### config.mk
export PLATFORM = sky130hd
export DESIGN_NAME = wt_store_merge
export DESIGN_NICKNAME = d
export VERILOG_FILES = /design/src/rtl/wsm_pkg.sv /design/src/rtl/wsm_lane_merge.sv /design/src/rtl/wsm_line_store.sv /design/src/rtl/wsm_mem_port.sv /design/src/rtl/wt_store_merge.sv
export SDC_FILE = /design/constraint.sdc
export NUM_CORES = 2
export LEC_CHECK = 0
export BUFFER_PORTS_ARGS = -buffer_cell sky130_fd_sc_hd__buf_2
export CAP_MARGIN = 20
export CORE_MARGIN = 2
export CORE_UTILIZATION = 60
export CTS_BUF_LIST = sky130_fd_sc_hd__clkbuf_16
export DETAILED_ROUTE_END_ITERATION = 12
export PLACE_DENSITY = 0.78
export SETUP_SLACK_MARGIN = 0.05
export SLEW_MARGIN = 20
export SYNTH_ARGS = -nofsm -noshare
export SYNTH_HDL_FRONTEND = slang
export SYNTH_HIERARCHICAL = 1
export SYNTH_SLANG_ARGS = --single-unit
### constraint.sdc
create_clock -name clk -period 4 [get_ports clk]
set_input_delay 0.2 -clock clk [delete_from_list [all_inputs] [get_ports clk]]
set_output_delay 0.2 -clock clk [all_outputs]
set_load 0.01 [all_outputs]
### src/rtl/wsm_pkg.sv
// Package: shared size encoding and address helpers for the store merge unit.
// Assumes 32-bit words with four byte lanes.
package wsm_pkg;

    typedef enum logic [1:0] {
        SZ_BYTE = 2'd0,
        SZ_HALF = 2'd1,
        SZ_WORD = 2'd2
    } st_size_e;

    // Memory write address for a given size: low bits come from the virtual address.
    function automatic logic [31:0] wr_addr(input logic [31:0] paddr,
                                            input logic [31:0] vaddr,
                                            input logic [1:0]  size);
        logic [31:0] a;
        case (size)
            SZ_BYTE: a = paddr | {30'd0, vaddr[1:0]};
            SZ_HALF: a = paddr | {30'd0, vaddr[1], 1'b0};
            default: a = {paddr[31:2], 2'b00};
        endcase
        return a;
    endfunction

    // Zero-extend store data to its access width.
    function automatic logic [31:0] wr_data(input logic [31:0] d,
                                            input logic [1:0]  size);
        logic [31:0] r;
        case (size)
            SZ_BYTE: r = {24'd0, d[7:0]};
            SZ_HALF: r = {16'd0, d[15:0]};
            default: r = d;
        endcase
        return r;
    endfunction

endpackage

### src/rtl/wsm_lane_merge.sv
// Lane merge: overlays a byte, halfword or word store onto an old word.
// Lane offset is the endian-dependent XOR of the low address bits.
// Assumes DATA_W is a multiple of 16 and a power of two.
module wsm_lane_merge
    import wsm_pkg::*;
#(
    parameter int DATA_W = 32
) (
    input  logic [DATA_W-1:0] old_word,
    input  logic [DATA_W-1:0] st_data,
    input  logic [1:0]        st_size,
    input  logic              bigend,
    input  logic [31:0]       vaddr,
    output logic [DATA_W-1:0] new_word
);
    localparam int LANES = DATA_W / 8;
    localparam int OFF_W = $clog2(LANES);
    localparam int SH_W  = OFF_W + 3;

    logic [OFF_W-1:0]  off_byte;
    logic [OFF_W-1:0]  off_half;
    logic [OFF_W-1:0]  off_sel;
    logic [SH_W-1:0]   shamt;
    logic [DATA_W-1:0] mask;

    // Lane offset for each size: byte flips all low bits, halfword keeps lane pairs.
    always_comb begin
        off_byte = {OFF_W{bigend}} ^ vaddr[OFF_W-1:0];
        off_half = {off_byte[OFF_W-1:1], 1'b0};
        case (st_size)
            SZ_BYTE: begin
                off_sel = off_byte;
                mask    = {{(DATA_W-8){1'b0}}, 8'hFF};
            end
            SZ_HALF: begin
                off_sel = off_half;
                mask    = {{(DATA_W-16){1'b0}}, 16'hFFFF};
            end
            default: begin
                off_sel = '0;
                mask    = '1;
            end
        endcase
        shamt = {off_sel, 3'b000};
    end

    // Overlay the shifted store data onto the kept lanes.
    always_comb begin
        new_word = (old_word & ~(mask << shamt)) | ((st_data & mask) << shamt);
    end

endmodule

### src/rtl/wsm_line_store.sv
// Line store: words of each line, per-half dirty flags, preload and inspection ports.
// Assumes WORDS and LINES are powers of two, at least 2.
// A merge write to the same word as a preload in one cycle wins.
module wsm_line_store #(
    parameter int DATA_W = 32,
    parameter int WORDS  = 8,
    parameter int LINES  = 4,
    localparam int WIDX_W = $clog2(WORDS),
    localparam int LINE_W = $clog2(LINES)
) (
    input  logic              clk,
    input  logic              rst_n,
    input  logic              pre_we,
    input  logic [LINE_W-1:0] pre_line,
    input  logic [WIDX_W-1:0] pre_word,
    input  logic [DATA_W-1:0] pre_data,
    input  logic              mw_en,
    input  logic [LINE_W-1:0] mw_line,
    input  logic [WIDX_W-1:0] mw_word,
    input  logic [DATA_W-1:0] mw_data,
    output logic [DATA_W-1:0] mw_old,
    input  logic              set_en,
    input  logic              set_hi,
    input  logic              clr_en,
    input  logic [LINE_W-1:0] clr_line,
    input  logic [LINE_W-1:0] rd_line,
    input  logic [WIDX_W-1:0] rd_word,
    output logic [DATA_W-1:0] rd_data,
    output logic [1:0]        rd_dirty,
    output logic [2*LINES-1:0] dirty_all
);
    localparam int DEPTH = LINES * WORDS;

    logic [DATA_W-1:0] words_q [DEPTH];

    // Word array: preload first, merge write overrides.
    always_ff @(posedge clk) begin
        if (pre_we)
            words_q[{pre_line, pre_word}] <= pre_data;
        if (mw_en)
            words_q[{mw_line, mw_word}] <= mw_data;
    end

    // Combinational reads for the merge and for inspection.
    always_comb begin
        mw_old   = words_q[{mw_line, mw_word}];
        rd_data  = words_q[{rd_line, rd_word}];
        rd_dirty = {dirty_all[{rd_line, 1'b1}], dirty_all[{rd_line, 1'b0}]};
    end

    for (genvar g = 0; g < LINES; g++) begin : g_line
        for (genvar h = 0; h < 2; h++) begin : g_half
            logic flag_q;
            // One dirty flag: set beats clear, sticky otherwise.
            always_ff @(posedge clk) begin
                if (!rst_n)
                    flag_q <= 1'b0;
                else if (set_en && mw_line == LINE_W'(g) && set_hi == 1'(h))
                    flag_q <= 1'b1;
                else if (clr_en && clr_line == LINE_W'(g))
                    flag_q <= 1'b0;
            end
            assign dirty_all[2*g+h] = flag_q;
        end
    end

endmodule

### src/rtl/wsm_mem_port.sv
// Memory write port: a single holding register with valid/ready handshake.
// Assumes load is only asserted while no request is pending.
module wsm_mem_port #(
    parameter int ADDR_W = 32,
    parameter int DATA_W = 32
) (
    input  logic              clk,
    input  logic              rst_n,
    input  logic              load,
    input  logic [ADDR_W-1:0] ld_addr,
    input  logic [DATA_W-1:0] ld_data,
    input  logic [1:0]        ld_size,
    input  logic              mem_ready,
    output logic              mem_valid,
    output logic [ADDR_W-1:0] mem_addr,
    output logic [DATA_W-1:0] mem_data,
    output logic [1:0]        mem_size
);
    // Request valid: raised on load, dropped when memory takes it.
    always_ff @(posedge clk) begin
        if (!rst_n)
            mem_valid <= 1'b0;
        else if (load)
            mem_valid <= 1'b1;
        else if (mem_ready)
            mem_valid <= 1'b0;
    end

    // Request payload: captured on load, held otherwise.
    always_ff @(posedge clk) begin
        if (!rst_n) begin
            mem_addr <= '0;
            mem_data <= '0;
            mem_size <= '0;
        end else if (load) begin
            mem_addr <= ld_addr;
            mem_data <= ld_data;
            mem_size <= ld_size;
        end
    end

endmodule

### src/rtl/wt_store_merge.sv
// Top: accepts one store when the memory port is idle, merges hits into the
// line store, marks the half-line dirty and forwards every store to memory.
// Assumes 32-bit addresses and data; misses never allocate.
module wt_store_merge
    import wsm_pkg::*;
#(
    parameter int ADDR_W = 32,
    parameter int DATA_W = 32,
    parameter int WORDS  = 8,
    parameter int LINES  = 4,
    localparam int WIDX_W = $clog2(WORDS),
    localparam int LINE_W = $clog2(LINES)
) (
    input  logic              clk,
    input  logic              rst_n,
    input  logic              st_valid,
    output logic              st_ready,
    input  logic [ADDR_W-1:0] st_vaddr,
    input  logic [ADDR_W-1:0] st_paddr,
    input  logic [1:0]        st_size,
    input  logic [DATA_W-1:0] st_data,
    input  logic              st_bigend,
    input  logic              st_hit,
    input  logic [LINE_W-1:0] st_line,
    input  logic              clr_valid,
    input  logic [LINE_W-1:0] clr_line,
    input  logic              pre_we,
    input  logic [LINE_W-1:0] pre_line,
    input  logic [WIDX_W-1:0] pre_word,
    input  logic [DATA_W-1:0] pre_data,
    input  logic [LINE_W-1:0] rd_line,
    input  logic [WIDX_W-1:0] rd_word,
    output logic [DATA_W-1:0] rd_data,
    output logic [1:0]        rd_dirty,
    output logic              mem_valid,
    input  logic              mem_ready,
    output logic [ADDR_W-1:0] mem_addr,
    output logic [DATA_W-1:0] mem_data,
    output logic [1:0]        mem_size
);
    logic              accept;
    logic              merge_en;
    logic [WIDX_W-1:0] widx;
    logic              upper_half;
    logic [DATA_W-1:0] old_word;
    logic [DATA_W-1:0] new_word;
    logic [2*LINES-1:0] dirty_all;

    // Acceptance and word selection.
    always_comb begin
        st_ready   = ~mem_valid;
        accept     = st_valid & st_ready;
        merge_en   = accept & st_hit;
        widx       = st_vaddr[WIDX_W+1:2];
        upper_half = (int'(widx) >= WORDS / 2);
    end

    wsm_lane_merge #(.DATA_W(DATA_W)) u_merge (
        .old_word (old_word),
        .st_data  (st_data),
        .st_size  (st_size),
        .bigend   (st_bigend),
        .vaddr    (st_vaddr),
        .new_word (new_word)
    );

    wsm_line_store #(.DATA_W(DATA_W), .WORDS(WORDS), .LINES(LINES)) u_lines (
        .clk       (clk),
        .rst_n     (rst_n),
        .pre_we    (pre_we),
        .pre_line  (pre_line),
        .pre_word  (pre_word),
        .pre_data  (pre_data),
        .mw_en     (merge_en),
        .mw_line   (st_line),
        .mw_word   (widx),
        .mw_data   (new_word),
        .mw_old    (old_word),
        .set_en    (merge_en),
        .set_hi    (upper_half),
        .clr_en    (clr_valid),
        .clr_line  (clr_line),
        .rd_line   (rd_line),
        .rd_word   (rd_word),
        .rd_data   (rd_data),
        .rd_dirty  (rd_dirty),
        .dirty_all (dirty_all)
    );

    wsm_mem_port #(.ADDR_W(ADDR_W), .DATA_W(DATA_W)) u_port (
        .clk       (clk),
        .rst_n     (rst_n),
        .load      (accept),
        .ld_addr   (wr_addr(st_paddr, st_vaddr, st_size)),
        .ld_data   (wr_data(st_data, st_size)),
        .ld_size   (st_size),
        .mem_ready (mem_ready),
        .mem_valid (mem_valid),
        .mem_addr  (mem_addr),
        .mem_data  (mem_data),
        .mem_size  (mem_size)
    );

endmodule

==> flow_summary.ini <==
[floorplanning]
initial_core_util_pct = 60.4
die_x_um = 335
rows = 121
die_area_um2 = 112000
fp.dieH_um = 335
io_pins = 254
core-area_um2 = 109000

[cells_and_area]
utilization_pct = 67.1
final_nets = 4750
areaGrowthSynthToFinish_pct = 11.2
drive_gt1_share_pct = 41.5
mostFrequentLayoutCells = 1024 x edfxtp_1, 750 x mux2_2, 578 x mux2i_1
fin_cells = 6124
n_fill_cell = 7461
layout_commonest_cell = edfxtp_1

[grt]
track_usage_pct = 40.4
overflow = 0
antenna_found_initial = 20
grtUsageMet2_pct = 59.2
grt_max_degree = 76
grtUsageMet3_pct = 14.6
grt_pass1_wl_um = 322000
grt_pass1_vias = 44500
use_met1_pct = 50.6
grt-busiest-layer = met2

[clocking]
h-tree-depth = 3
cts_tree = done
clockBufferDepth = 3
cts.reportedPaths.clkPinSlew_ns = 0.06
worstSkewPairLatency_ns = 0.76
post-cts-setup-buffer-count = 0
numClockSinks = 1099
cts_root_buffer = clkbuf_16
ctsResizeCount = 0
numCtsBuffers = 116

[setup_path]
critPathBufInv = 4
worst_setup_path_end_kind = flip-flop
critical_path_class = in -> reg
slowest_delay_ns = 1.01
worstPathMaxFanout = 25
worstPathCellList = dlygate4sd3_1, buf_2, nand2_1, nor2_4, buf_4, nand2_8, o21ai_4, buf_12
start_kind = input port
required_ns = 4.39
cp_slowest_cell = nor2_4
crit_arrival_ns = 3.88
crit_family = buffers and inverters

[run_status]
outcome = completed

[sta]
hold_viol = 0
fin_crit_ns = 3.49
fmax_mhz = 287
setup_tns_ns = 0
relSlewSlack_pct = 8.19
setup_slack_ns = 0.510
tightestPinTransition_ns = 1.38
setup_viol = 0
timing.hold.ws_ns = 0.0125
clock_skew_ns = 0.0523
drv_slew = 0
timing.final.crit_share_pct = 87.2
rsz0062_at_grt = false

[power_and_ir_drop]
cellLeakagePower_nw = 26.5
ir_drop_uv = 325
powerDensity_nw_per_um2 = 368

[yosys]
syn_nets = 4645
postSynthAreaPerCell_um2 = 14.6
synth_warnings = 6
syn_inst = 4493
syn_area_um2 = 65600

[drt]
dr.first_iter.drc_count = 7436
viasPerCell = 7.59
vias = 46500
postRouteAntennaNets = 0
drc_errors = 0
drt_wl_total_um = 232000
dr.pass1.iters = 6
wl_per_cell_um = 37.9

[hold_path]
hold_path.class = in -> reg

[placement]
place_congestion = 0.939
dp_slack_ns = 0.392
dp_cells = 5822
portBuffers = 226
place_hpwl_um = 136000

[flow_run]
maxCapViolCount = 0
state kept, by name, summed over array words and instances, names as in the netlist:
register / flops
u_lines/words_q: 1024
u_port/mem_valid: 1
u_port/mem_addr: 32
u_port/mem_data: 32
u_port/mem_size: 2
u_lines/g_line.g_half.flag_q: 8
layout make-up:
class | count | area [µm²] | area share [%]
Clock buffer | 120 | 3000 | 4.12
Tap cell | 1414 | 1770 | 2.42
Clock inverter | 98 | 598 | 0.820
Timing Repair Buffer | 522 | 4260 | 5.84
Multi-Input combinational cell | 2856 | 31000 | 42.5
Inverter | 3 | 11.3 | 0.0154
Sequential cell | 1099 | 32300 | 44.2
Antenna cell | 12 | 30.0 | 0.0412
power by group:
part	internal [W]	total (W)	switching, W
Combinational	0.00149	0.00367	0.00217
Sequential	0.0127	0.0128	0.0000701
Clock	0.00567	0.0104	0.00472
metal layers:
metal  vias up  wire length (µm)
met4        16             18700
li1      18000                 -
met5         -               118
met1     22900             77600
met2      4394             99400
met3      1120             36200
repair_timing:
action | 4_1_cts | 5_1_grt
hold buffers | 68 | 1
setup endpoints to repair | 0 | 0
hold endpoints to repair | 68 | 16
metrics by stage:
step,area [µm²],total power [W]
final,73000,0.0268
after global routing,72900,0.0274
after CTS,72900,0.0267
after detailed placement,68600,0.0165
after global placement,68600,0.0164
after floorplan,65600,0.0154
final timing paths:
path,slack [ns],start,to,depth (start not counted)
hold reg to reg,0.51,u_port/mem_data[5],u_port/mem_data[5],2
setup reg to reg,0.90,u_port/mem_valid,u_lines/words_q[20][7],8
hold / removal,0.01,st_data[8],u_port/mem_data[8],4
setup / recovery,0.51,st_line[1],u_lines/words_q[24][21],8
worst register-to-register path, cell delays in order (launching register included):
cell and delay [ns]:
dfxtp_1 0.35, nor2b_4 0.13, and2_1 0.26, nor3b_4 0.49
buf_6 0.28, buf_4 0.21, nand2_8 0.26, o21ai_4 0.18
buf_4 0.55
Power figures use the tool's default switching activity.
